File: src/rtl/gpio_ioc_pkg.sv
package gpio_ioc_pkg;

    localparam int BUS_AW = 2;

    typedef enum logic [BUS_AW-1:0] {
        REG_PINS  = 2'd0,
        REG_LATCH = 2'd1,
        REG_DIR   = 2'd2,
        REG_CTRL  = 2'd3
    } reg_addr_e;

    localparam int CTRL_PUDIS = 0;
    localparam int CTRL_IE    = 1;
    localparam int CTRL_FLAG  = 2;

    typedef struct packed {
        logic ie;
        logic pu_dis;
    } ctrl_t;

    localparam ctrl_t CTRL_RESET = '{ie: 1'b0, pu_dis: 1'b1};

    function automatic logic [7:0] pack_ctrl(ctrl_t c, logic flag);
        logic [7:0] w;
        w = '0;
        w[CTRL_PUDIS] = c.pu_dis;
        w[CTRL_IE]    = c.ie;
        w[CTRL_FLAG]  = flag;
        return w;
    endfunction

endpackage

File: src/rtl/gpio_sync.sv
module gpio_sync #(
    parameter int WIDTH  = 8,
    parameter int STAGES = 2
) (
    input  logic             clk,
    input  logic             rst,
    input  logic [WIDTH-1:0] d,
    output logic [WIDTH-1:0] q
);
    logic [WIDTH-1:0] stg [STAGES];

    for (genvar s = 0; s < STAGES; s++) begin : g_stage
        if (s == 0) begin : g_first
            always_ff @(posedge clk) begin
                if (rst) stg[0] <= '0;
                else     stg[0] <= d;
            end
        end else begin : g_next
            always_ff @(posedge clk) begin
                if (rst) stg[s] <= '0;
                else     stg[s] <= stg[s-1];
            end
        end
    end

    assign q = stg[STAGES-1];
endmodule

File: src/rtl/gpio_change_det.sv
module gpio_change_det #(
    parameter int N = 4
) (
    input  logic         clk,
    input  logic         rst,
    input  logic [N-1:0] pins,
    input  logic [N-1:0] in_mask,
    input  logic         access,
    input  logic         clr,
    output logic         mismatch,
    output logic         flag
);
    logic [N-1:0] snap_q;

    always_ff @(posedge clk) begin
        if (rst)         snap_q <= '0;
        else if (access) snap_q <= pins;
    end

    assign mismatch = |((pins ^ snap_q) & in_mask);

    always_ff @(posedge clk) begin
        if (rst)           flag <= 1'b0;
        else if (mismatch) flag <= 1'b1;
        else if (clr)      flag <= 1'b0;
    end

    // a mismatch sets the flag on the next edge
    a_r6_flag_sets: assert property (@(posedge clk) disable iff (rst)
        mismatch |=> flag);

    // with no mismatch, a clear sticks
    a_r8_clear_sticks: assert property (@(posedge clk) disable iff (rst)
        (clr && !mismatch) |=> !flag);

    // the flag never rises without a mismatch
    a_r8_no_spurious_set: assert property (@(posedge clk) disable iff (rst)
        (!mismatch && !flag) |=> !flag);

    // after a snapshot, a mismatch needs a new pin change
    a_r7_snapshot_ends_mismatch: assert property (@(posedge clk) disable iff (rst)
        access |=> (!mismatch || pins != $past(pins)));
endmodule

File: src/rtl/gpio_ioc_port.sv
module gpio_ioc_port
    import gpio_ioc_pkg::*;
#(
    parameter int WIDTH       = 8,
    parameter int IOC_LO      = 4,
    parameter int SYNC_STAGES = 2
) (
    input  logic              clk,
    input  logic              rst,
    input  logic              bus_sel,
    input  logic              bus_wr,
    input  logic [BUS_AW-1:0] bus_addr,
    input  logic [WIDTH-1:0]  bus_wdata,
    output logic [WIDTH-1:0]  bus_rdata,
    input  logic [WIDTH-1:0]  pin_in,
    output logic [WIDTH-1:0]  pad_out,
    output logic [WIDTH-1:0]  pad_oe,
    output logic [WIDTH-1:0]  pad_pu,
    output logic              irq
);
    localparam int IOC_N = WIDTH - IOC_LO;

    reg_addr_e        addr;
    logic [WIDTH-1:0] dir_q, lat_q, pins_s;
    ctrl_t            ctrl_q;
    logic             wr_en, port_access, flag_clr, mismatch, flag;
    logic [7:0]       ctrl_word;

    assign addr        = reg_addr_e'(bus_addr);
    assign wr_en       = bus_sel && bus_wr;
    assign port_access = bus_sel && (addr == REG_PINS);
    assign flag_clr    = wr_en && (addr == REG_CTRL) && !bus_wdata[CTRL_FLAG];

    gpio_sync #(.WIDTH(WIDTH), .STAGES(SYNC_STAGES)) u_sync (
        .clk (clk),
        .rst (rst),
        .d   (pin_in),
        .q   (pins_s)
    );

    always_ff @(posedge clk) begin
        if (rst) begin
            dir_q  <= '1;
            lat_q  <= '0;
            ctrl_q <= CTRL_RESET;
        end else if (wr_en) begin
            case (addr)
                REG_PINS, REG_LATCH: lat_q <= bus_wdata;
                REG_DIR:             dir_q <= bus_wdata;
                REG_CTRL: begin
                    ctrl_q.pu_dis <= bus_wdata[CTRL_PUDIS];
                    ctrl_q.ie     <= bus_wdata[CTRL_IE];
                end
                default: ;
            endcase
        end
    end

    gpio_change_det #(.N(IOC_N)) u_det (
        .clk      (clk),
        .rst      (rst),
        .pins     (pins_s[WIDTH-1:IOC_LO]),
        .in_mask  (dir_q[WIDTH-1:IOC_LO]),
        .access   (port_access),
        .clr      (flag_clr),
        .mismatch (mismatch),
        .flag     (flag)
    );

    assign ctrl_word = pack_ctrl(ctrl_q, flag);

    always_comb begin
        case (addr)
            REG_PINS:  bus_rdata = pins_s;
            REG_LATCH: bus_rdata = lat_q;
            REG_DIR:   bus_rdata = dir_q;
            default:   bus_rdata = WIDTH'(ctrl_word);
        endcase
    end

    assign pad_out = lat_q;
    assign pad_oe  = ~dir_q;
    assign pad_pu  = dir_q & {WIDTH{~ctrl_q.pu_dis}};
    assign irq     = flag && ctrl_q.ie;

    // a driving pin never has its pull-up on
    a_r3_no_pu_on_output: assert property (@(posedge clk) disable iff (rst)
        (pad_oe & pad_pu) == '0);

    // first cycle after reset: all inputs, no pull-ups, no interrupt
    a_r4_reset_state: assert property (@(posedge clk) disable iff (rst)
        $past(rst) |-> (pad_oe == '0 && pad_pu == '0 && !irq && pad_out == '0));

    // the interrupt never rises while the enable is off
    a_r9_irq_gated: assert property (@(posedge clk) disable iff (rst)
        (!ctrl_q.ie) |-> !irq);
endmodule

File: config.mk
export PLATFORM = sky130hd
export DESIGN_NAME = gpio_ioc_port
export DESIGN_NICKNAME = d
export VERILOG_FILES = /design/src/rtl/gpio_ioc_pkg.sv /design/src/rtl/gpio_sync.sv /design/src/rtl/gpio_change_det.sv /design/src/rtl/gpio_ioc_port.sv
export SDC_FILE = /design/constraint.sdc
export NUM_CORES = 1
export LEC_CHECK = 0
export BUFFER_PORTS_ARGS = -buffer_cell sky130_fd_sc_hd__buf_2
export CAP_MARGIN = 30
export CORE_MARGIN = 3
export CORE_UTILIZATION = 30
export CTS_BUF_LIST = sky130_fd_sc_hd__clkbuf_8
export DETAILED_ROUTE_END_ITERATION = 10
export MAX_ROUTING_LAYER = met4
export PLACE_DENSITY = 0.5
export SETUP_SLACK_MARGIN = 0.1
export SLEW_MARGIN = 20
export SYNTH_ARGS = -nofsm -noshare
export SYNTH_HDL_FRONTEND = slang
export SYNTH_SLANG_ARGS = --single-unit
export TNS_END_PERCENT = 50
File: constraint.sdc
create_clock -name clk -period 2.85 [get_ports clk]
set_clock_uncertainty 0.15 [all_clocks]
set_input_delay 0.285 -clock clk [delete_from_list [all_inputs] [get_ports clk]]
set_output_delay 0.285 -clock clk [all_outputs]
set_load 0.03 [all_outputs]
==> results.md, run 1 <==
- The library cell used most frequently in the layout, excluding fill and tap cells, is buf_2.
- The number of hold violations in the final report came to 0.
- The global-route wire length before repair is 5.87 mm.
- Setup repair after global routing left no endpoint under its margin.
- After clock tree synthesis, the clock-pin slew on the worst setup and hold paths is 80 ps.
- The finished cells cover 1970 um2.
- The final cell utilization of the core is 0.403.
- Final hold analysis gives a worst-case slack of 48.7 ps.
- The transition at the pin with the smallest max-transition slack is 715 ps.
- In this run, distinct cell masters in the synthesized netlist total 21.
- Clock tree synthesis inserted a total of 5 buffers.
- Subtracting the final worst setup slack from the clock period gives 1860 ps.
- The post-synthesis to final-layout area growth is 25.1%.
- The count of boundary I/O pins is 55.
- The detailed router's first-iteration violation count is 54.
- The data required time at the worst endpoint is 2410 ps.
- The number of setup violations in the final report is 0.
- The clock latency on the worst-skew pair is 280 ps.
- The remaining routing DRC violations is 0.
- Synthesis handed over a netlist of 158 instances.
- The final number of max-transition violations is 0.
- Wires add up to 3.62 mm.
- The max capacitance violation total is 0.
- After clock tree synthesis, the repair step resized 0 gates.
- Of the total power, the clock network draws 0.353.
- The sequential share of power is 0.511.
- The launch instance of the worst min-delay path is pin_in[0].
- The largest driver fanout on the critical path is 10.
- The region available for standard cell placement spans 4880 um2.
- The number of buffer cells added on primary ports is 54.
- The horizontal die dimension is 78.4 um.
- The initial antenna violation count is 0.
- The routed length per placed instance is 13.1 um.
- The startpoint of the most critical setup path is ctrl_q[0]$_SDFFE_PP1P_.
- The share of synthesized area in the top cell type comes to 0.496.
- The worst-case IR drop observed on VDD is 0.236 mV.
- Data arrives at the worst endpoint at 1420 ps.
- A synthesized cell averages 9.95 um2.
- The total via count in the routed design is 1224.
- The type of the worst setup path is flip-flop to primary output.
- Entering global routing, the biggest net connects 40 pins.
- The worst setup path is launched from a flip-flop.
- In this run the static leakage power is 1.04 nW.
- The total power is 1.13 mW.
- The global placer's final weighted congestion is 0.695.
- The number of hold buffers added after CTS was 0.
- In this run the clock root is driven by a clkbuf_8.
- The remaining global-route overflow is 0.
- The internal portion of the total power is 841 uW.
- The number of global-route vias before repair is 1139.
- For the final routed database, the setup TNS stands at 0 ps.
- CTS built an H-tree with a depth of 2.
- The area of the die is 6150 um2.
- The count of warnings emitted by yosys is 0.
- For this configuration, the core starts out at a cell density of 0.322.
- By area the synthesized netlist is led by dfxtp_1, mux2i_1, nor2_1.
- The number of buffers inserted to repair setup after CTS is 0.
- The reported net switching power is 291 uW.
- In the routed layout, each cell is associated on average with a via count of 4.42.
- Of the cells placed in the final design, the portion with a size suffix greater than 1 is 0.310.
- Of the total power, the share spent switching nets is 0.257.
- In this run the remaining antenna-violating nets after routing total 0.
- The post-synthesis instance area is 1570 um2.
- STA classifies the critical path endpoint as a primary output.
- The site row count is 25.
- The register bit count reported by yosys is 39.
- In this run the deepest clock path goes through 2 buffers.
- The post-synthesis net count is 180.
- The count of cells in the finished layout, fillers not included, comes to 277.
- The first detailed-routing pass ran for 4 iterations.
- The post-route clock period utilization is 0.652.
- The power density over the cells is 575 nW/um2.
- The placed standard-cell area is 1870 um2.
- The startpoint identified for the worst register-to-register timing path is u_det.snap_q[1]$_SDFFE_PP0P_.
- The count of nets after finishing is 231.
- The vertical die dimension is 78.4 um.
- The library cell occupying the most area in the post-synthesis netlist is dfxtp_1.
- The cell count after placement is 269.
- TritonCTS built the clock tree.
- The overall global routing resource usage is 0.129.
- The detailed placement HPWL is 2.57 mm.
- Timing analysis after detailed placement gives a worst setup slack of 1030 ps.
- The path class of the lowest-slack min-delay path is input port to flip-flop.
- The repair_antennas step left the layout with diodes totalling 0.
- The part of the Yosys area used for sequential elements is 0.496.
- The headroom to the max-slew limit is 0.523.
- For this run, the top clock speed supported by timing is 0.538 GHz.
- The flow ran to the end, and the final reports show no timing, DRC or antenna violations.
- The share of total power in combinational logic is 0.136.
- For this design, the sink count on the clock tree is 39.
- Once routing completed, OpenROAD measured the worst setup slack at 991 ps.
- Leaving out fill and tap cells, the most frequent cells in the layout are buf_2, dfxtp_1, nor2_1, mux2i_1, nor2b_1.
==> final cells by class <==
| class | count | area (um2) |
|---|---|---|
| multi-input cells | 100 | 699 |
| clock buffers | 7 | 96.3 |
| clock inverters | 1 | 3.75 |
| inverters | 9 | 33.8 |
| well taps | 67 | 83.8 |
| flip-flops and latches | 39 | 781 |
| fillers | 505 | 2910 |
| repair buffers | 54 | 270 |
==> flip-flops by register name, summed over array words and instances (netlist names) <==
name	cells
u_det.snap_q	4
ctrl_q	2
u_sync.stg	16
u_det.flag	1
pad_out	8
dir_q	8
==> worst max-delay path: stages, from the launching register on <==
cell     delay, ps
dfxtp_1        440
mux4_2         500
buf_2          190
==> cell usage after synthesis <==
library cell	n
a211o_1	9
a22oi_1	2
a31oi_1	1
and2_1	1
and4b_1	1
buf_2	2
buf_4	1
buf_6	2
clkbuf_1	5
dfxtp_1	39
inv_1	9
mux2i_1	18
mux4_2	3
nand2_1	5
nand3b_1	1
nand4_1	1
nor2_1	30
nor2b_1	17
nor3b_4	1
o21ai_0	6
xor2_1	4
==> final timing paths <==
kind / cells after the start / end / slack (ps)
worst max-delay path: 2 / bus_rdata[0] / 990
worst min-delay path: 2 / u_sync.stg[0][0]$_SDFF_PP0_ / 50
worst max register to register: 3 / u_det.flag$_SDFFE_PP0P_ / 1770
worst min register to register: 1 / u_sync.stg[1][5]$_SDFF_PP0_ / 290
==> routing by layer <==
layer | track usage | wire length [um]
met1 | 0.163 | 1740
met2 | 0.193 | 1580
met3 | 0.0356 | 228
met4 | 0.0577 | 72
met5 | - | 0
==> power by group through the flow <==
| stage | sequential (mW) | combinational [mW] | clock, mW |
|---|---|---|---|
| after floorplan | 0.594 | 0.103 | 0 |
| after global placement | 0.591 | 0.156 | 0 |
| after detailed placement | 0.591 | 0.156 | 0 |
| after CTS | 0.578 | 0.157 | 0.417 |
| after global routing | 0.582 | 0.168 | 0.442 |
| final | 0.578 | 0.154 | 0.399 |
==> cell families (layout without fill, tap and decap cells) <==
family	Yosys count	after routing	share of synthesized area
AO/OA/AOI/OAI	18	18	0.0827
XOR/XNOR	4	4	0.0223
buffers and inverters	19	71	0.0589
flip-flops	39	39	0.496
multiplexers	21	21	0.158
AND/OR/NAND/NOR	57	57	0.182
Note: power is estimated with default switching activity, not from simulation.
==> run 2, diff against run 1 <==
Settings changed: PLACE_DENSITY 0.5 to 0.52.
Clock period 2.85 ns to 1.7 ns, I/O delays scaled along.
==> results.md, run 2 (synthesis results as in run 1) <==
- The maximum vdd ir drop came to 0.499 mV (was 0.236 mV).
- The largest driver fanout on the critical path is 3 (was 10).
- The number of inserted filler cells in the final layout is 504 (was 505).
- The final instance count without filler cells is 300 (was 277).
- The kind of start point of the critical path is a flip-flop (unchanged).
- The clock network power share came to 0.342 (was 0.353).
- The remaining global-route overflow is 0 (unchanged).
- The ratio of routed vias to standard cells is 4.32 (was 4.42).
- The global placer's final weighted congestion is 0.724 (was 0.695).
- The count of nets after finishing is 254 (was 231).
- The clock sink count is 39 (unchanged).
- The transition at the pin with the smallest max-transition slack is 604 ps (was 715 ps).
- Run status: finished, final reports clean (unchanged).
- The total via count in the routed design is 1297 (was 1224).
- The root cell of the clock tree is clkbuf_8 (unchanged).
- The number of buffers inserted to repair setup after CTS was 0 (unchanged).
- The detailed router's first-iteration violation count was 67 (was 54).
- The placeable core region was 4880 um2 (unchanged).
- The layout cell share with drive strength beyond 1 came to 0.313 (was 0.310).
- Unrepaired setup endpoints after global routing: yes (was no).
- The final number of max-transition violations is 0 (unchanged).
- The share of total power in combinational logic is 0.160 (was 0.136).
- The pin count of the biggest net entering global routing is 22 (was 40).
- The clock tree from TritonCTS is done (unchanged).
- The reported net switching power is 495 uW (was 291 uW).
- The startpoint of the most critical setup path is ctrl_q[1]$_SDFFE_PP0P_ (was ctrl_q[0]$_SDFFE_PP1P_).
- The clock latency on the worst-skew pair is 280 ps (about the same).
- The overall global routing resource usage came to 0.136 (was 0.129).
- The level count of the clock H-tree is 2 (unchanged).
- The cell-internal power is 1.45 mW (was 841 uW).
- The number of antenna diodes was 0 (unchanged).
- The area of the die is 6150 um2 (unchanged).
- The total power was 1.94 mW (was 1.13 mW).
- The post-synthesis to final-layout area growth came to 39.9% (was 25.1%).
- The data required time at the worst endpoint came to 1380 ps (was 2410 ps).
- The initial antenna violation count is 0 (unchanged).
- Top library cells by usage in the layout, fill and taps aside: buf_2, dfxtp_1, nor2_1, mux2i_1, nor2b_1 (unchanged).
- The cell count after placement is 276 (was 269).
- The final cell utilization of the core is 0.451 (was 0.403).
- The initial cell density of the core came to 0.322 (unchanged).
- The remaining routing DRC violations is 0 (unchanged).
- The number of hold violations in the final report is 0 (unchanged).
- Subtracting the final worst setup slack from the clock period gives 1590 ps.
- The launch instance of the worst min-delay path is rst (was pin_in[0]).
- The number of setup violations in the final report came to 0 (unchanged).
- The path class of the lowest-slack min-delay path is input port to flip-flop (unchanged).
- The detailed placement HPWL was 2.72 mm (was 2.57 mm).
- The site row count is 25 (unchanged).
- The max capacitance violation total is 0 (unchanged).
- The headroom to the max-slew limit is 0.597 (was 0.523).
- The number of flip-flops under the largest register name is 16 (unchanged).
- The setup TNS was 0 ps (unchanged).
- The element type at the critical path end is a primary output (unchanged).
- The startpoint of the worst register-to-register path is u_det.snap_q[2]$_SDFFE_PP0P_ (was u_det.snap_q[1]$_SDFFE_PP0P_).
- The largest register by flop count is u_sync.stg (unchanged).
- The power density over the cells came to 883 nW/um2 (was 575 nW/um2).
- The global-route wire length before repair is 6.33 mm (was 5.87 mm).
- The count of boundary I/O pins was 55 (unchanged).
- The number of optimization iterations in the first detailed-route pass is 4 (unchanged).
- The type of the worst setup path is flip-flop to primary output (unchanged).
- The routed length per placed instance is 12.7 um (was 13.1 um).
- The clock buffer count from CTS is 5 (unchanged).
- The post-detailed-routing wire length came to 3.82 mm (was 3.62 mm).
- The fraction of power spent switching nets is 0.255 (was 0.257).
- The number of antenna-violating nets in the routed design is 0 (unchanged).
- The timing-limited maximum frequency is 0.630 GHz.
- The post-route clock period utilization is 0.934.
- The commonest non-fill, non-tap cell in the layout is buf_2 (unchanged).
- The static power due to leakage is 1.14 nW (was 1.04 nW).
- The setup slack at placement came to 167 ps (was 1030 ps).
- The slack of the critical path is 112 ps (was 991 ps).
- The vertical die dimension was 78.4 um (unchanged).
- The number of global-route vias before repair is 1263 (was 1139).
- The arrival time of the worst setup path is 1270 ps (was 1420 ps).
- The number of buffer cells added on primary ports was 54 (unchanged).
- The maximum buffer depth of the clock tree is 2 (unchanged).
- The sequential share of power is 0.498 (was 0.511).
- The horizontal die dimension is 78.4 um (unchanged).
- The clock-pin transition on the worst setup and hold timing paths came to 70 ps (was 80 ps).
==> run 2: cell count changes in the layout (fill, tap and decap cells not counted), sizes merged <==
cell	delta
dlygate4sd3	+16
buf	+7
==> run 2: repair_timing <==
action	CTS	global route
hold buffers	16	0
resized for setup	0	5
hold endpoints to repair	20	0
setup endpoints to repair	0	4
==> run 2: layout make-up <==
type | instances | area [um2] | share of cell area
flip-flops and latches | 39 | 782 | 0.355
multi-input cells | 100 | 699 | 0.318
repair buffers | 77 | 502 | 0.228
clock buffers | 7 | 96.3 | 0.0438
well taps | 67 | 83.8 | 0.0381
inverters | 9 | 33.8 | 0.0153
clock inverters | 1 | 3.75 | 0.00171
==> run 2: worst paths after layout <==
path         slack (ps)                           to  depth (start not counted)
min                 130      pad_out[2]$_SDFFE_PP0P_                          2
max                 110                 bus_rdata[1]                          2
min reg2reg         290  u_sync.stg[1][2]$_SDFF_PP0_                          1
max reg2reg         630      u_det.flag$_SDFFE_PP0P_                          3
==> run 2: routing by layer <==
| metal | global-route usage | share of wire |
|---|---|---|
| met3 | 0.0344 | 0.055 |
| met4 | 0.0524 | 0.013 |
| met5 | - | 0 |
| met1 | 0.183 | 0.50 |
| met2 | 0.198 | 0.43 |
==> run 2: power groups by stage <==
stage | Combinational [mW] | Clock [mW] | Sequential [mW]
after floorplan | 0.173 | 0 | 0.996
after global placement | 0.281 | 0 | 0.989
after detailed placement | 0.280 | 0 | 0.989
after CTS | 0.309 | 0.686 | 0.968
after global routing | 0.337 | 0.722 | 0.973
final | 0.310 | 0.665 | 0.968
==> run 2: through the flow <==
| step | hold slack, ps | cell area, um2 |
|---|---|---|
| after detailed placement | 232 | 1930 |
| after global placement | 227 | 1930 |
| final | 130 | 2200 |
| after floorplan | 138 | 1570 |
| after CTS | 132 | 2190 |
| after global routing | 142 | 2200 |
==> run 2: worst max-delay path: stages (launching register included) <==
cell     delay (ps)
dfxtp_1         320
mux4_2          470
buf_2           190
==> run 3, diff against run 2 <==
Settings changed: PLACE_DENSITY 0.52 to 0.64.
==> results.md, run 3 (synthesis results as in run 1) <==
- The pin count of the biggest net entering global routing is 24 (was 22).
- The number of buffer cells added on primary ports is 54 (unchanged).
- The data required time at the worst endpoint is 1380 ps (about the same).
- The timing-limited maximum frequency came to 0.634 GHz (was 0.630 GHz).
- The final cell utilization of the core is 0.459 (was 0.451).
- The site row count is 25 (unchanged).
- The final critical path time including I/O delays and setup was 1580 ps (was 1590 ps).
- The total via count in the routed design is 1318 (was 1297).
- The path class of the lowest-slack min-delay path is input port to flip-flop (unchanged).
- The vertical die dimension is 78.4 um (unchanged).
- The initial antenna violation count is 0 (unchanged).
- The worst hold margin is 111 ps (was 130 ps).
- The root cell of the clock tree is clkbuf_8 (unchanged).
- The max capacitance violation total is 0 (unchanged).
- The remaining routing DRC violations is 0 (unchanged).
- The clock tree from TritonCTS is done (unchanged).
- The number of hold violations in the final report came to 0 (unchanged).
- The global placer's final weighted congestion is 0.764 (was 0.724).
- The area of all placed cells without fillers is 2240 um2 (was 2200 um2).
- The setup slack at placement came to 115 ps (was 167 ps).
- The uppermost metal layer occupied by signal nets is met4 (unchanged).
- The commonest non-fill, non-tap cell in the layout was buf_2 (unchanged).
- The number of inserted filler cells in the final layout was 490 (was 504).
- The post-detailed-routing wire length is 3.81 mm (was 3.82 mm).
- The placeable core region was 4880 um2 (unchanged).
- The number of optimization iterations in the first detailed-route pass was 4 (unchanged).
- The routed length per placed instance is 12.7 um (about the same).
- The element type at the critical path end is a primary output (unchanged).
- The post-synthesis to final-layout area growth came to 42.6% (was 39.9%).
- The power density over the cells came to 924 nW/um2 (was 883 nW/um2).
- The post-route clock period utilization came to 0.928 (was 0.934).
- The met3 wire length is 219 um (was 210 um).
- The clock-pin transition on the worst setup and hold timing paths is 80 ps (was 70 ps).
- The slack of the critical path is 122 ps (was 112 ps).
- The number of flip-flops under the largest register name was 16 (unchanged).
- The detailed router's first-iteration violation count is 70 (was 67).
- The transition at the pin with the smallest max-transition slack came to 586 ps (was 604 ps).
- The number of global-route vias before repair is 1233 (was 1263).
- The met2 wire length is 1.80 mm (was 1.66 mm).
- The count of boundary I/O pins is 55 (unchanged).
- The detailed placement HPWL is 2.78 mm (was 2.72 mm).
- The horizontal die dimension was 78.4 um (unchanged).
- The placed standard-cell area is 1940 um2 (was 1930 um2).
- The global-route wire length before repair is 6.00 mm (was 6.33 mm).
- The number of antenna diodes is 0 (unchanged).
- The number of antenna-violating nets in the routed design is 0 (unchanged).
- The largest driver fanout on the critical path is 3 (unchanged).
- The largest register by flop count was u_sync.stg (unchanged).
- The final number of max-transition violations is 0 (unchanged).
- The overall global routing resource usage is 0.129 (was 0.136).
- Unrepaired setup endpoints after global routing: yes (unchanged).
- The kind of start point of the critical path is a flip-flop (unchanged).
- The level count of the clock H-tree came to 2 (unchanged).
- The headroom to the max-slew limit is 0.609 (was 0.597).
- The post-route met1 wirelength came to 1.76 mm (was 1.90 mm).
- The initial cell density of the core is 0.322 (unchanged).
- The remaining global-route overflow is 0 (unchanged).
- The clock sink count came to 39 (unchanged).
- The setup TNS is 0 ps (unchanged).
- The layout cell share with drive strength beyond 1 came to 0.325 (was 0.313).
- The count of nets after finishing is 255 (was 254).
- The static power due to leakage came to 1.16 nW (was 1.14 nW).
- Run status: finished, final reports clean (unchanged).
- The clock latency on the worst-skew pair was 290 ps (was 280 ps).
- The number of setup violations in the final report came to 0 (unchanged).
- The maximum vdd ir drop was 0.455 mV (was 0.499 mV).
- The type of the worst setup path is flip-flop to primary output (unchanged).
- The maximum buffer depth of the clock tree was 2 (unchanged).
- The area of the die came to 6150 um2 (unchanged).
- The clock buffer count from CTS was 5 (unchanged).
- The ratio of routed vias to standard cells is 4.38 (was 4.32).
- Top library cells by usage in the layout, fill and taps aside: buf_2, dfxtp_1, nor2_1, mux2i_1, nor2b_1 (unchanged).
- The number of buffers inserted to repair setup after CTS came to 0 (unchanged).
- The arrival time of the worst setup path was 1260 ps (was 1270 ps).
run 3: report_power, final:
| group | switching [mW] | internal (mW) |
|---|---|---|
| combinational | 0.175 | 0.142 |
| clock | 0.310 | 0.475 |
| sequential | 0.0193 | 0.950 |
| total | 0.505 | 1.57 |
run 3: final cells by class:
class | instances | area [um2] | area share
clock buffer | 6 | 82.6 | 0.0368
clock inverter | 2 | 35.0 | 0.0156
inverter | 9 | 33.8 | 0.0151
tap | 67 | 83.8 | 0.0374
multi-input combinational | 100 | 699 | 0.312
timing repair buffer | 78 | 524 | 0.234
sequential | 39 | 783 | 0.349
run 3: metrics by stage:
stage          power [mW]  instances
2_1_floorplan        1.17        158
3_3_place_gp         1.27        277
3_5_place_dp         1.27        277
4_1_cts              2.09        301
5_1_grt              2.17        301
6_report             2.07        301
run 3: timing repair:
| item | in CTS | in global routing |
|---|---|---|
| hold buffers | 16 | 0 |
| endpoints found under the setup margin | 2 | 4 |
| hold endpoints to repair | 20 | 0 |
| gates resized for setup | 2 | 9 |
run 3: critical path, cell delays in order, from the launching register on:
cell and delay, ps:
dfxtp_2 340, mux4_2 480, buf_6 160
run 3: routing by layer:
| layer | vias to the layer above | global-route usage |
|---|---|---|
| li1 | 670 | - |
| met1 | 607 | 0.152 |
| met2 | 36 | 0.215 |
| met3 | 5 | 0.0436 |
| met4 | 0 | 0.0262 |
| met5 | - | - |
run 3: worst paths after layout:
check / startpoint / to / slack (ps) / cells past startpoint
hold reg to reg: u_sync.stg[0][7]$_SDFF_PP0_ / u_sync.stg[1][7]$_SDFF_PP0_ / 290 / 1
hold / removal: rst / pad_out[2]$_SDFFE_PP0P_ / 110 / 2
setup / recovery: pad_out[2]$_SDFFE_PP0P_ / bus_rdata[2] / 120 / 2
setup reg to reg: u_sync.stg[1][6]$_SDFF_PP0_ / u_det.flag$_SDFFE_PP0P_ / 610 / 3
